$ cat src/rtl/exc_pkg.sv
package exc_pkg;
  localparam int unsigned NSTG = 4;
  localparam int unsigned CODE_W = 5;

  typedef enum logic [1:0] {
    STG_IF  = 2'd0,
    STG_ID  = 2'd1,
    STG_EX  = 2'd2,
    STG_MEM = 2'd3
  } stage_e;

  localparam logic [CODE_W-1:0] CODE_IPF  = 5'h04;
  localparam logic [CODE_W-1:0] CODE_ILL  = 5'h0A;
  localparam logic [CODE_W-1:0] CODE_OVF  = 5'h0C;
  localparam logic [CODE_W-1:0] CODE_DIVZ = 5'h0D;
  localparam logic [CODE_W-1:0] CODE_DADR = 5'h05;

  localparam int unsigned CODE_LSB = 2;
endpackage

$ cat src/rtl/exc_ovf_det.sv
module exc_ovf_det #(
  parameter int unsigned XLEN = 32
) (
  input  logic            en,
  input  logic [XLEN-1:0] opa,
  input  logic [XLEN-1:0] opb,
  input  logic [XLEN-1:0] sum,
  output logic            ovf
);
  localparam int unsigned MSB = XLEN - 1;

  logic same_sign;
  logic flipped;

  always_comb begin
    same_sign = (opa[MSB] == opb[MSB]);
    flipped   = (sum[MSB] != opa[MSB]);
    ovf       = en & same_sign & flipped;
  end
endmodule

$ cat src/rtl/exc_prio.sv
module exc_prio
  import exc_pkg::*;
#(
  parameter int unsigned XLEN = 32
) (
  input  logic [NSTG-1:0]             flt,
  input  logic [NSTG-1:0][XLEN-1:0]   pcs,
  input  logic [NSTG-1:0][CODE_W-1:0] codes,
  output logic                        take,
  output logic [XLEN-1:0]             win_pc,
  output logic [CODE_W-1:0]           win_code,
  output logic [NSTG-1:0]             flush
);
  // Flush mask is a thermometer: stage s is squashed when it or any older stage faults.
  for (genvar s = 0; s < NSTG; s++) begin : g_flush
    assign flush[s] = |flt[NSTG-1:s];
  end

  always_comb begin
    take     = |flt;
    win_pc   = '0;
    win_code = '0;
    // Ascending scan; a later (older) stage overrides a younger one.
    for (int s = 0; s < NSTG; s++) begin
      if (flt[s]) begin
        win_pc   = pcs[s];
        win_code = codes[s];
      end
    end
  end
endmodule

$ cat src/rtl/exc_regs.sv
module exc_regs
  import exc_pkg::*;
#(
  parameter int unsigned XLEN = 32
) (
  input  logic              clk,
  input  logic              rst_n,
  input  logic              take,
  input  logic [XLEN-1:0]   pc_in,
  input  logic [CODE_W-1:0] code_in,
  output logic [XLEN-1:0]   epc_q,
  output logic [31:0]       cause_q
);
  localparam int unsigned HI_W = 32 - CODE_W - CODE_LSB;

  logic [XLEN-1:0] epc_d;
  logic [31:0]     cause_d;

  always_comb begin
    epc_d   = epc_q;
    cause_d = cause_q;
    if (take) begin
      epc_d   = pc_in;
      cause_d = {{HI_W{1'b0}}, code_in, {CODE_LSB{1'b0}}};
    end
  end

  always_ff @(posedge clk or negedge rst_n) begin
    if (!rst_n) begin
      epc_q   <= '0;
      cause_q <= '0;
    end else if (take) begin
      epc_q   <= epc_d;
      cause_q <= cause_d;
    end
  end
endmodule

$ cat src/rtl/exc_ctrl.sv
module exc_ctrl
  import exc_pkg::*;
#(
  parameter int unsigned    XLEN       = 32,
  parameter logic [XLEN-1:0] HANDLER_PC = XLEN'(32'h8000_0180)
) (
  input  logic            clk,
  input  logic            rst_n,
  input  logic [XLEN-1:0] if_pc,
  input  logic            if_pgflt,
  input  logic [XLEN-1:0] id_pc,
  input  logic            id_badop,
  input  logic [XLEN-1:0] ex_pc,
  input  logic            ex_trapv,
  input  logic [XLEN-1:0] ex_opa,
  input  logic [XLEN-1:0] ex_opb,
  input  logic [XLEN-1:0] ex_sum,
  input  logic            ex_divz,
  input  logic [XLEN-1:0] mem_pc,
  input  logic            mem_addrflt,
  input  logic            mv_sel,
  output logic [XLEN-1:0] mv_data,
  output logic            flush_if,
  output logic            flush_id,
  output logic            flush_ex,
  output logic            flush_mem,
  output logic            redirect,
  output logic [XLEN-1:0] redirect_pc
);
  logic                        ex_ovf;
  logic                        ex_flt;
  logic [CODE_W-1:0]           ex_code;
  logic [NSTG-1:0]             flt;
  logic [NSTG-1:0][XLEN-1:0]   pcs;
  logic [NSTG-1:0][CODE_W-1:0] codes;
  logic                        take;
  logic [XLEN-1:0]             win_pc;
  logic [CODE_W-1:0]           win_code;
  logic [NSTG-1:0]             flush;
  logic [XLEN-1:0]             epc_q;
  logic [31:0]                 cause_q;

  exc_ovf_det #(.XLEN(XLEN)) u_ovf (
    .en  (ex_trapv),
    .opa (ex_opa),
    .opb (ex_opb),
    .sum (ex_sum),
    .ovf (ex_ovf)
  );

  always_comb begin
    ex_flt  = ex_ovf | ex_divz;
    ex_code = ex_ovf ? CODE_OVF : CODE_DIVZ;

    flt[STG_IF]    = if_pgflt;
    flt[STG_ID]    = id_badop;
    flt[STG_EX]    = ex_flt;
    flt[STG_MEM]   = mem_addrflt;

    pcs[STG_IF]    = if_pc;
    pcs[STG_ID]    = id_pc;
    pcs[STG_EX]    = ex_pc;
    pcs[STG_MEM]   = mem_pc;

    codes[STG_IF]  = CODE_IPF;
    codes[STG_ID]  = CODE_ILL;
    codes[STG_EX]  = ex_code;
    codes[STG_MEM] = CODE_DADR;
  end

  exc_prio #(.XLEN(XLEN)) u_prio (
    .flt      (flt),
    .pcs      (pcs),
    .codes    (codes),
    .take     (take),
    .win_pc   (win_pc),
    .win_code (win_code),
    .flush    (flush)
  );

  exc_regs #(.XLEN(XLEN)) u_regs (
    .clk     (clk),
    .rst_n   (rst_n),
    .take    (take),
    .pc_in   (win_pc),
    .code_in (win_code),
    .epc_q   (epc_q),
    .cause_q (cause_q)
  );

  always_comb begin
    flush_if    = flush[STG_IF];
    flush_id    = flush[STG_ID];
    flush_ex    = flush[STG_EX];
    flush_mem   = flush[STG_MEM];
    redirect    = take;
    redirect_pc = HANDLER_PC;
    mv_data     = mv_sel ? cause_q[XLEN-1:0] : epc_q;
  end
endmodule

$ cat config.mk
export PLATFORM = sky130hd
export DESIGN_NAME = exc_ctrl
export DESIGN_NICKNAME = d
export VERILOG_FILES = /design/src/rtl/exc_pkg.sv /design/src/rtl/exc_ovf_det.sv /design/src/rtl/exc_prio.sv /design/src/rtl/exc_regs.sv /design/src/rtl/exc_ctrl.sv
export SDC_FILE = /design/constraint.sdc
export NUM_CORES = 1
export LEC_CHECK = 0
export BUFFER_PORTS_ARGS = -buffer_cell sky130_fd_sc_hd__buf_2
export CORE_AREA = 2 2 116 118
export DETAILED_ROUTE_END_ITERATION = 8
export DIE_AREA = 0 0 118 120
export GPL_ROUTABILITY_DRIVEN = 1
export PLACE_DENSITY = 0.59
export SLEW_MARGIN = 15
export SYNTH_ARGS = -nofsm -noshare
export SYNTH_HDL_FRONTEND = slang
export SYNTH_SLANG_ARGS = --single-unit
$ cat constraint.sdc
create_clock -name clk -period 1.7 [get_ports clk]
set_clock_uncertainty 0.15 [all_clocks]
set_input_delay 0.17 -clock clk [delete_from_list [all_inputs] [get_ports clk]]
set_output_delay 0.17 -clock clk [all_outputs]
set_load 0.01 [all_outputs]
# --- After elaboration in Yosys (flattened, before gate mapping) ---
# Index checks and enable logic that the tools add are counted.
word_totals:
  ff_bits: 37
  out_inout_bits: 69
  wordCells: 20
classes:
  n_eq_ne: 2
  muxes: 10
  n_bitwise: 3
  n_reduce_logical: 3
ops:
  columns: ["op", "count"]
  rows:
  - ["$mux W32", 5]
  - ["$mux W4", 3]
  - ["$reduce_or A4 Y1", 1]
  - ["$mux W3", 1]
  - ["$reduce_or A3 Y1", 1]
  - ["$and A1 B1 Y1", 2]
  - ["$reduce_or A2 Y1", 1]
  - ["$eq A1 B1 Y1", 1]
  - ["$mux W1", 1]
  - ["$ne A1 B1 Y1", 1]
  - ["$or A1 B1 Y1", 1]

# --- Depth between registers and ports, before layout ---
# Gate-level depths: netlist (run 1).
logic_depth:
  word_depth: 6
  mapped_depth: 7
  ltp_nobuf: 4

# --- Cells and area by module ---
# A second synthesis (run 1) with hierarchy kept.
hier_totals:
  hier_cells: 321
  hier_area_um2: 3565.9
by_module_without_submodules:
  columns: ["mod", "n_inst", "cells_per_inst", "area_per_inst_um2"]
  rows:
  - ["exc_regs", 1, 106, 1732.9]
  - ["exc_prio", 1, 140, 1006.0]
  - ["exc_ctrl", 1, 72, 802.0]
  - ["exc_ovf_det", 1, 3, 25.0]

# --- Worst setup path after synthesis (run 1) ---
# Ideal clock, no wire load.
synth_timing:
  path_kind: "input port to output port"
  start: "input port ex_opa[31]"
  end: "output port redirect"
  t_arrival_ps: 1179
  setup_slack_ps: 201
  cell_stages: 7
  path_buffers: 3
  path_cell_list: "nand4bb_1 buf_6 nand3_4 nor4_4 buf_6 inv_2 buf_4"
synth_via:
  elab_chain_cells: 5
  word_cells_on_any_way: 6
  classes_between: "eq/ne: 2; bitwise: 3; reduce/logical: 1"
synth_rtl:
  columns: ["element", "line", "text"]
  rows:
  - ["start: declaration", "exc_ctrl.sv:15", "input logic [XLEN-1:0] ex_opa,"]
  - ["$eq A1 B1 Y1", "exc_ovf_det.sv:16", "same_sign = (opa[MSB] == opb[MSB]);"]
  - ["$and A1 B1 Y1", "exc_ovf_det.sv:18", "ovf = en & same_sign & flipped;"]
  - ["$and A1 B1 Y1 (*)", "exc_ovf_det.sv:18", null]
  - ["$or A1 B1 Y1 (*)", "exc_ctrl.sv:52", "ex_flt = ex_ovf | ex_divz;"]
  - ["$reduce_or A4 Y1 (*)", null, null]
  - ["end: declaration", "exc_ctrl.sv:27", "output logic redirect,"]
# Mark *: on every way between the ends. The rest lies on a longest branch, timed or not.

# --- Worst setup path after layout (run 1) ---
layout_timing:
  start: "input port ex_trapv"
  end: "output port flush_ex"
layout_via:
  elab_chain_cells: 4
layout_rtl:
  columns: ["element", "line", "text"]
  rows:
  - ["start: declaration", "exc_ctrl.sv:14", "input logic ex_trapv,"]
  - ["$and A1 B1 Y1 (2 in series)", "exc_ovf_det.sv:18", null]
  - ["$or A1 B1 Y1", "exc_ctrl.sv:52", null]
  - ["$reduce_or A2 Y1", "exc_prio.sv:16", "assign flush[s] = |flt[NSTG-1:s];"]
  - ["end: declaration", "exc_ctrl.sv:25", "output logic flush_ex,"]
# Every way passes these cells.

==> results of run 1 <==
==> layer usage <==
| layer | vias up | part of all wire (%) | global-route usage, % | routed length (um) |
|---|---|---|---|---|
| met2 | 199 | 48 | 24.9 | 5130 |
| met3 | 13 | 7.6 | 2.38 | 809 |
| met1 | 1466 | 43 | 18.5 | 4570 |
| li1 | 1479 | - | - | - |
| met5 | - | 0 | 0 | 0 |
| met4 | 0 | 1.5 | 5.20 | 165 |
==> power by group through the flow <==
stage | registers, mW | clock network (mW) | logic (mW)
finish | 0.984 | 1.13 | 0.841
global route | 0.994 | 1.22 | 0.916
CTS | 0.984 | 1.18 | 0.844
detailed placement | 0.997 | 0 | 0.782
global placement | 0.995 | 0 | 0.770
floorplan | 0.982 | 0 | 0.474
==> state kept, by name, indices dropped and copies added (netlist names) <==
signal / flops
u_regs.epc_q: 32
u_regs.cause_q: 4
==> synthesized netlist by cell type <==
library cell,count
inv_1,1
a21oi_1,3
nand3_4,1
dfrtp_1,36
a31oi_1,32
a22oi_1,32
buf_4,34
a211o_1,1
mux2_2,4
nor2_1,2
conb_1,2
inv_2,2
buf_6,7
a211oi_1,32
or3_1,1
buf_1,2
and4bb_4,1
a221o_1,32
buf_2,10
nor2b_1,29
o21bai_1,1
nor3_1,1
nor3_4,1
clkbuf_1,16
nor4_4,1
nand2b_1,1
nand4b_2,1
nand4bb_1,1
and4b_4,1
==> kinds of logic after synthesis <==
group                  share of synthesized area [%]
AO/OA/AOI/OAI                                   37.3
buffers and inverters                           16.7
flip-flops                                      32.6
multiplexers                                    1.63
other                                          0.271
AND/OR/NAND/NOR                                 11.5
==> area by class of cell <==
class	instances	share of cell area (%)
Sequential cell	36	20.9
Tap cell	176	5.11
Timing Repair Buffer	233	34.1
Clock inverter	1	0.696
Inverter	3	0.261
Multi-Input combinational cell	210	35.4
Clock buffer	7	3.54
==> metrics by stage <==
step | cell area [sq um] | setup WS, ns | power (mW)
2_1_floorplan | 2880 | 0.201 | 1.46
3_3_place_gp | 3800 | -0.0457 | 1.76
3_5_place_dp | 3800 | -0.0746 | 1.78
4_1_cts | 4310 | 0.158 | 3.01
5_1_grt | 4310 | 0.0907 | 3.13
6_report | 4310 | 0.156 | 2.95
==> worst max-delay path: stages <==
cell and delay (ns):
buf_2 0.13, and4b_4 0.22, nor3_4 0.22, buf_12 0.20, nand2b_1 0.11, buf_2 0.15
==> final timing paths <==
path	start	to	slack, ns	cells after the start
setup / recovery	ex_trapv	flush_ex	0.16	6
hold / removal	if_pgflt	u_regs.cause_q[4]	0.11	3
setup reg to reg	u_regs.epc_q[31]	u_regs.epc_q[31]	0.73	1
hold reg to reg	u_regs.epc_q[12]	u_regs.epc_q[12]	0.35	1
max in group asynchronous	rst_n	u_regs.epc_q[19]	0.72	3
min in group asynchronous	rst_n	u_regs.epc_q[0]	0.22	2
==> results.md, run 1 <==
- Syn Inst Count: 288
- Fin util: 33.2%
- Synth Area per Inst: 9.61 sq um
- Global-route wire length before repair: 16400 um
- Switch Pwr: 0.810 mW
- Critical path data arrival time: 1.22 ns
- Final Cycle Share: 90.9%
- Power Dens Cells: 685 mW/mm^2
- Initial Utilization: 21.3%
- Worst Path Max Fanout: 23
- Final setup TNS: 0 ns
- Syn. warnings: 0
- Synthesized area: 0.00277 sq mm
- Setup crit end kind: output port
- Clock Sinks: 36
- Sequential power share: 33.3%
- Most frequent cells in the layout: buf_2 (175), dfrtp_1 (36), dlygate4sd3_1 (33)
- Maximum vdd ir drop: 0.283 mV
- Root buffer cell: clkbuf_16
- Grt total ovfl: 0
- H-tree depth: 2
- Ranking of synthesized cells by area: dfrtp_1 (33%), a221o_1 (12%), buf_4 (9.2%)
- Register bit total from synthesis: 36
- # rows: 42
- Final hold vios: 0
- CTS tree: built
- DR DRC count: 0
- Hold Crit Class: in2reg
- Fill count: 1370
- Crit start category: input port
- Total Routing Usage GR: 14.5%
- Post-synth top area cell: dfrtp_1
- Seq. cell area: 901 sq um
- Total CTS buffers: 5
- CP Data Required Time: 1.38 ns
- WS Path Type: in2out
- Post-CTS sizing: 0
- Reg clk slew, reported paths: 0.06 ns
- Layout cell share with drive strength beyond 1: 45.3%
- Most common cell after layout, fill and taps aside: buf_2
- Finished Layout Cells: 666
- Post-CTS setup buffer count: 0
- Min Hold Slack: 0.105 ns
- Switching Share: 27.4%
- Via count normalized by instance count: 4.74
- Core area: 0.0130 sq mm
- Cts hold-fix bufs: 33
- Synth unique cells: 29
- Leakage: 2.02 nW
- Chip width: 118 um
- Top-Level Pins: 301
- Synth top area share: 32.6%
- HPWL after DPL: 8110 um
- Die area: 0.0142 sq mm
- Max Cap Viol: 0
- Initial antenna violation count: 0
- Vias in the first global route: 3101
- TritonRoute pass-1 iters: 5
- Combinational power share: 28.5%
- Seq/Total Area, Yosys: 32.6%
- Multi-input logic area: 0.00153 sq mm
- Largest net degree at the start of global routing: 29
- Port Buf Inserts: 175
- Number of antenna repair diodes: 0
- Clock power share: 38.2%
- Final ANT Viol Nets: 0
- Die height: 120 um
- Status: completed
- Max Clock Freq: 0.647 GHz
- Clock tree buffer depth: 2
- Post-Place Cells: 625
- DR WL/cell: 16.0 um
- DR vias: 3157
- Clock latency on the worst-skew pair: 0.28 ns
- RSZ-0062 raised after global routing: false
- Final wirelength: 10700 um
- Layout Nets: 721
- RD Place Congestion: 0.746
- DRT iter0 DRCs: 182
- Max-slew violation total from the final report: 0
- Minimum clock period: 1.54 ns
- Layout area overhead: 55.9%
- Int Power: 2.14 mW
- Final Setup Violations: 0
(Power assumes the default switching activity.)
==> run 2: changes to the inputs <==
--- a/config.mk
+++ b/config.mk
@@ -5,12 +5,13 @@
 export SDC_FILE = /design/constraint.sdc
 export NUM_CORES = 1
 export LEC_CHECK = 0
+export ABC_AREA = 1
 export BUFFER_PORTS_ARGS = -buffer_cell sky130_fd_sc_hd__buf_2
-export CORE_AREA = 2 2 116 118
+export CORE_AREA = 2 2 115 117
 export DETAILED_ROUTE_END_ITERATION = 8
-export DIE_AREA = 0 0 118 120
+export DIE_AREA = 0 0 117 119
 export GPL_ROUTABILITY_DRIVEN = 1
-export PLACE_DENSITY = 0.59
+export PLACE_DENSITY = 0.66
 export SLEW_MARGIN = 15
 export SYNTH_ARGS = -nofsm -noshare
 export SYNTH_HDL_FRONTEND = slang
==> run 2 against run 1 <==
Effect of this change:
- synthesized cell count rose by 100%
- flip-flop and latch count did not move
- non-clock buffer count shrank 35
- largest power group is now registers
- critical endpoint is now mv_data[2]
- critical path depth down 4
- via count grew 22%
- first-iteration DRC count shrank 14%
- worst hold slack got worse by 0.10 ns
- cell area increased by 5.5%
- register-to-register slack better by 0.04 ns
- cell count increased by 39%
- sequential share of layout area fell by 1.1 points
- routed wire length up 3.2%
==> results.md, run 2 <==
- Worst Hold Launch: ex_divz (was if_pgflt)
- Cts hold-fix bufs: 1 (was 33)
- Worst Hold End: u_regs.cause_q[2] (was u_regs.cause_q[4])
- DR WL/cell: 11.9 um (was 16.0 um)
- GR peak layer: met2 (unchanged)
- Max-slew violation total from the final report: 0 (unchanged)
- DR vias: 3854 (was 3157)
- Final hold vios: 0 (unchanged)
- CP max-delay cell: dfrtp_1 (was and4b_4)
- Seq. cell area: 901 sq um (unchanged)
- Most common cell after layout, fill and taps aside: buf_2 (unchanged)
- Met1 Usage GRT: 18.7% (was 18.5%)
- Met3 usage: 2.90% (was 2.38%)
- Sequential power share: 35.5% (was 33.3%)
- HPWL after DPL: 8580 um (was 8110 um)
- Status: completed (unchanged)
- Layout Nets: 980 (was 721)
- Post-route cell area: 0.00455 sq mm (was 0.00431 sq mm)
- CTS tree: built (unchanged)
- Critical path data arrival time: 1.10 ns (was 1.22 ns)
- Total Routing Usage GR: 15.7% (was 14.5%)
- Ys async rst share: 100% (unchanged)
- Ys flop type: dfrtp_1 (unchanged)
- Power Dens Cells: 611 mW/mm^2 (was 685 mW/mm^2)
- Final Setup Violations: 0 (unchanged)
- DR DRC count: 0 (unchanged)
- Chip width: 117 um (was 118 um)
- Slowest stage delay, CP: 0.39 ns (was 0.22 ns)
- Vias in the first global route: 3522 (was 3101)
- Min Hold Slack: 0.00404 ns (was 0.105 ns)
- Global-route wire length before repair: 17000 um (was 16400 um)
- FF-to-FF setup slack: 0.77 ns (was 0.73 ns)
- DRT iter0 DRCs: 157 (was 182)
- Syn Inst Count: 585 (was 288)
- Clock power share: 33.1% (was 38.2%)
- Post-Place Cells: 916 (was 625)
- CP Data Required Time: 1.38 ns (about the same)
- Number of antenna repair diodes: 0 (unchanged)
- Max Cap Viol: 0 (unchanged)
- Final ANT Viol Nets: 0 (unchanged)
- Maximum vdd ir drop: 0.328 mV (was 0.283 mV)
- Crit start category: register (was input port)
- Synth top cells by count: nand2_1 (169), nor2_1 (126), inv_1 (69) (was dfrtp_1 (36), buf_4 (34))
- Most frequent cell after synthesis: nand2_1 (was dfrtp_1)
- Reg clk slew, reported paths: 0.06 ns (about the same)
- Initial antenna violation count: 0 (unchanged)
- WS Path Type: reg2out (was in2out)
- Total power: 2.78 mW (was 2.95 mW)
- # rows: 42 (unchanged)
- Post-CTS setup buffer count: 0 (unchanged)
- Switching Share: 31.9% (was 27.4%)
- Clock Sinks: 36 (unchanged)
- Synth Area per Inst: 5.84 sq um (was 9.61 sq um)
- Root buffer cell: clkbuf_16 (unchanged)
- Synth unique cells: 24 (was 29)
- Biggest register: u_regs.epc_q (unchanged)
- Layout cell share with drive strength beyond 1: 30.0% (was 45.3%)
- Combinational power share: 31.5% (was 28.5%)
- Layout area overhead: 33.2% (was 55.9%)
- Switch Pwr: 0.888 mW (was 0.810 mW)
- Hold Crit Class: in2reg (unchanged)
- Critical R2R Launch: u_regs.cause_q[5] (was u_regs.epc_q[31])
- RSZ-0062 raised after global routing: false (unchanged)
- Port Buf Inserts: 175 (unchanged)
- Final setup TNS: 0 ns (unchanged)
- Hold Crit Depth: 3 (unchanged)
- Grt total ovfl: 0 (unchanged)
- Most frequent cells in the layout: buf_2 (175), nand2_1 (169), nor2_1 (126), inv_1 (69), dfrtp_1 (36) (was buf_2 (175), dfrtp_1 (36), dlygate4sd3_1 (33))
- Syn. warnings: 0 (unchanged)
- M2 GR Usage: 28.8% (was 24.9%)
- Fill count: 1444 (was 1370)
- Max Clock Freq: 0.703 GHz (was 0.647 GHz)
- Post-synth top area cell: dfrtp_1 (unchanged)
- Synth top area share: 26.4% (was 32.6%)
- Clock latency on the worst-skew pair: 0.27 ns (was 0.28 ns)
- Max FFs per register: 32 (unchanged)
- Final wirelength: 11000 um (was 10700 um)
- Via count normalized by instance count: 4.17 (was 4.74)
- Worst flop-to-flop path endpoint: u_regs.cause_q[5] (was u_regs.epc_q[31])
- Regs by FF count: u_regs.epc_q x32, u_regs.cause_q x4 (unchanged)
- Final Cycle Share: 83.6% (was 90.9%)
- Fin util: 35.3% (was 33.2%)
- Post-synth EDFFs: 0 (unchanged)
- Largest net degree at the start of global routing: 39 (was 29)
- Post-Place Cell Area: 0.00439 sq mm (was 0.00380 sq mm)
- Crit-path cells: mux2_2 > buf_2 (was buf_2 > and4b_4 > nor3_4 > buf_12 > nand2b_1 > buf_2)
- Setup crit end kind: output port (unchanged)
- Multi-input logic area: 0.00191 sq mm (was 0.00153 sq mm)
- Post-CTS sizing: 0 (unchanged)
- Final Worst Setup Slack: 0.278 ns (was 0.156 ns)
- Die height: 119 um (was 120 um)
- TritonRoute pass-1 iters: 4 (was 5)
- Place WS: 0.244 ns (was -0.0746 ns)
- Reg2Reg Depth: 4 (was 1)
- Minimum clock period: 1.42 ns (was 1.54 ns)
- H-tree depth: 2 (unchanged)
- Seq/Total Area, Yosys: 26.4% (was 32.6%)
- RD Place Congestion: 0.798 (was 0.746)
- Synthesized area: 0.00342 sq mm (was 0.00277 sq mm)
- Ranking of synthesized cells by area: dfrtp_1 (26%), nand2_1 (19%), nor2_1 (14%) (was dfrtp_1 (33%), a221o_1 (12%), buf_4 (9.2%))
- Core area: 0.0129 sq mm (was 0.0130 sq mm)
- Initial Utilization: 26.5% (was 21.3%)
- Int Power: 1.89 mW (was 2.14 mW)
- Register bit total from synthesis: 36 (unchanged)
- Leakage: 2.73 nW (was 2.02 nW)
- Top-Level Pins: 301 (unchanged)
- Worst Path Max Fanout: 2 (was 23)
- Finished Layout Cells: 925 (was 666)
- Clock tree buffer depth: 2 (unchanged)
- Total CTS buffers: 5 (unchanged)
- Die area: 0.0139 sq mm (was 0.0142 sq mm)
run 2: cell types whose count changed after synthesis, sizes merged, moves of 5 or more:
| cell | before | now |
|---|---|---|
| or2 | 0 | 32 |
| inv | 3 | 70 |
| a211oi | 32 | 0 |
| nor2 | 2 | 127 |
| nor2b | 29 | 0 |
| nand2 | 0 | 170 |
| buf | 53 | 58 |
| a22oi | 32 | 0 |
| nand3 | 1 | 34 |
| nand4 | 0 | 32 |
| a221o | 32 | 0 |
| a31oi | 32 | 0 |
run 2: how the worst max path moves through the flow:
stage                  endpoint  slack [ns]             from  cells after the start
3_5_place_dp   u_regs.epc_q[21]        0.24       ex_opa[31]                     10
4_1_cts              mv_data[2]        0.26  u_regs.epc_q[2]                      2
2_1_floorplan          redirect        0.33       ex_opa[31]                      9
5_1_grt                flush_if        0.18       ex_opa[31]                      9
3_3_place_gp   u_regs.epc_q[24]        0.27       ex_opa[31]                     10
6_report             mv_data[2]        0.28  u_regs.epc_q[2]                      2
run 2: cell families after synthesis:
| family | synth area share (%) |
|---|---|
| other | 0.220 |
| AND/OR/NAND/NOR | 50.6 |
| AO/OA/AOI/OAI | 0.879 |
| buffers and inverters | 20.9 |
| multiplexers | 0.989 |
| flip-flops | 26.4 |
run 2: per-layer routing:
metal,part of all wire [%],vias to the layer above
li1,-,2020
met1,43,1668
met2,49,156
met3,7.6,10
met4,0.94,0
met5,0,-
run 2: cell type report:
type | instances | share of cell area [%]
clock buffer | 6 | 3.05
clock inverter | 2 | 0.220
inverter | 71 | 5.86
multi-input combinational | 436 | 42.0
sequential | 36 | 19.8
tap | 176 | 4.84
timing repair buffer | 198 | 24.2
run 2: power groups by stage:
stage          sequential [mW]  clock [mW]  combinational, mW
2_1_floorplan            0.992           0              0.558
3_3_place_gp             0.999           0              0.878
3_5_place_dp              1.00           0              0.883
4_1_cts                  0.987       0.960              0.889
5_1_grt                  0.999       0.985               1.00
6_report                 0.986       0.920              0.875
run 2: worst max-delay path, delay by kind of cell (launching register included):
| kind | cells | cell delay (ns) |
|---|---|---|
| flip-flops | 1 | 0.39 |
| multiplexers | 1 | 0.28 |
| buffers and inverters | 1 | 0.15 |
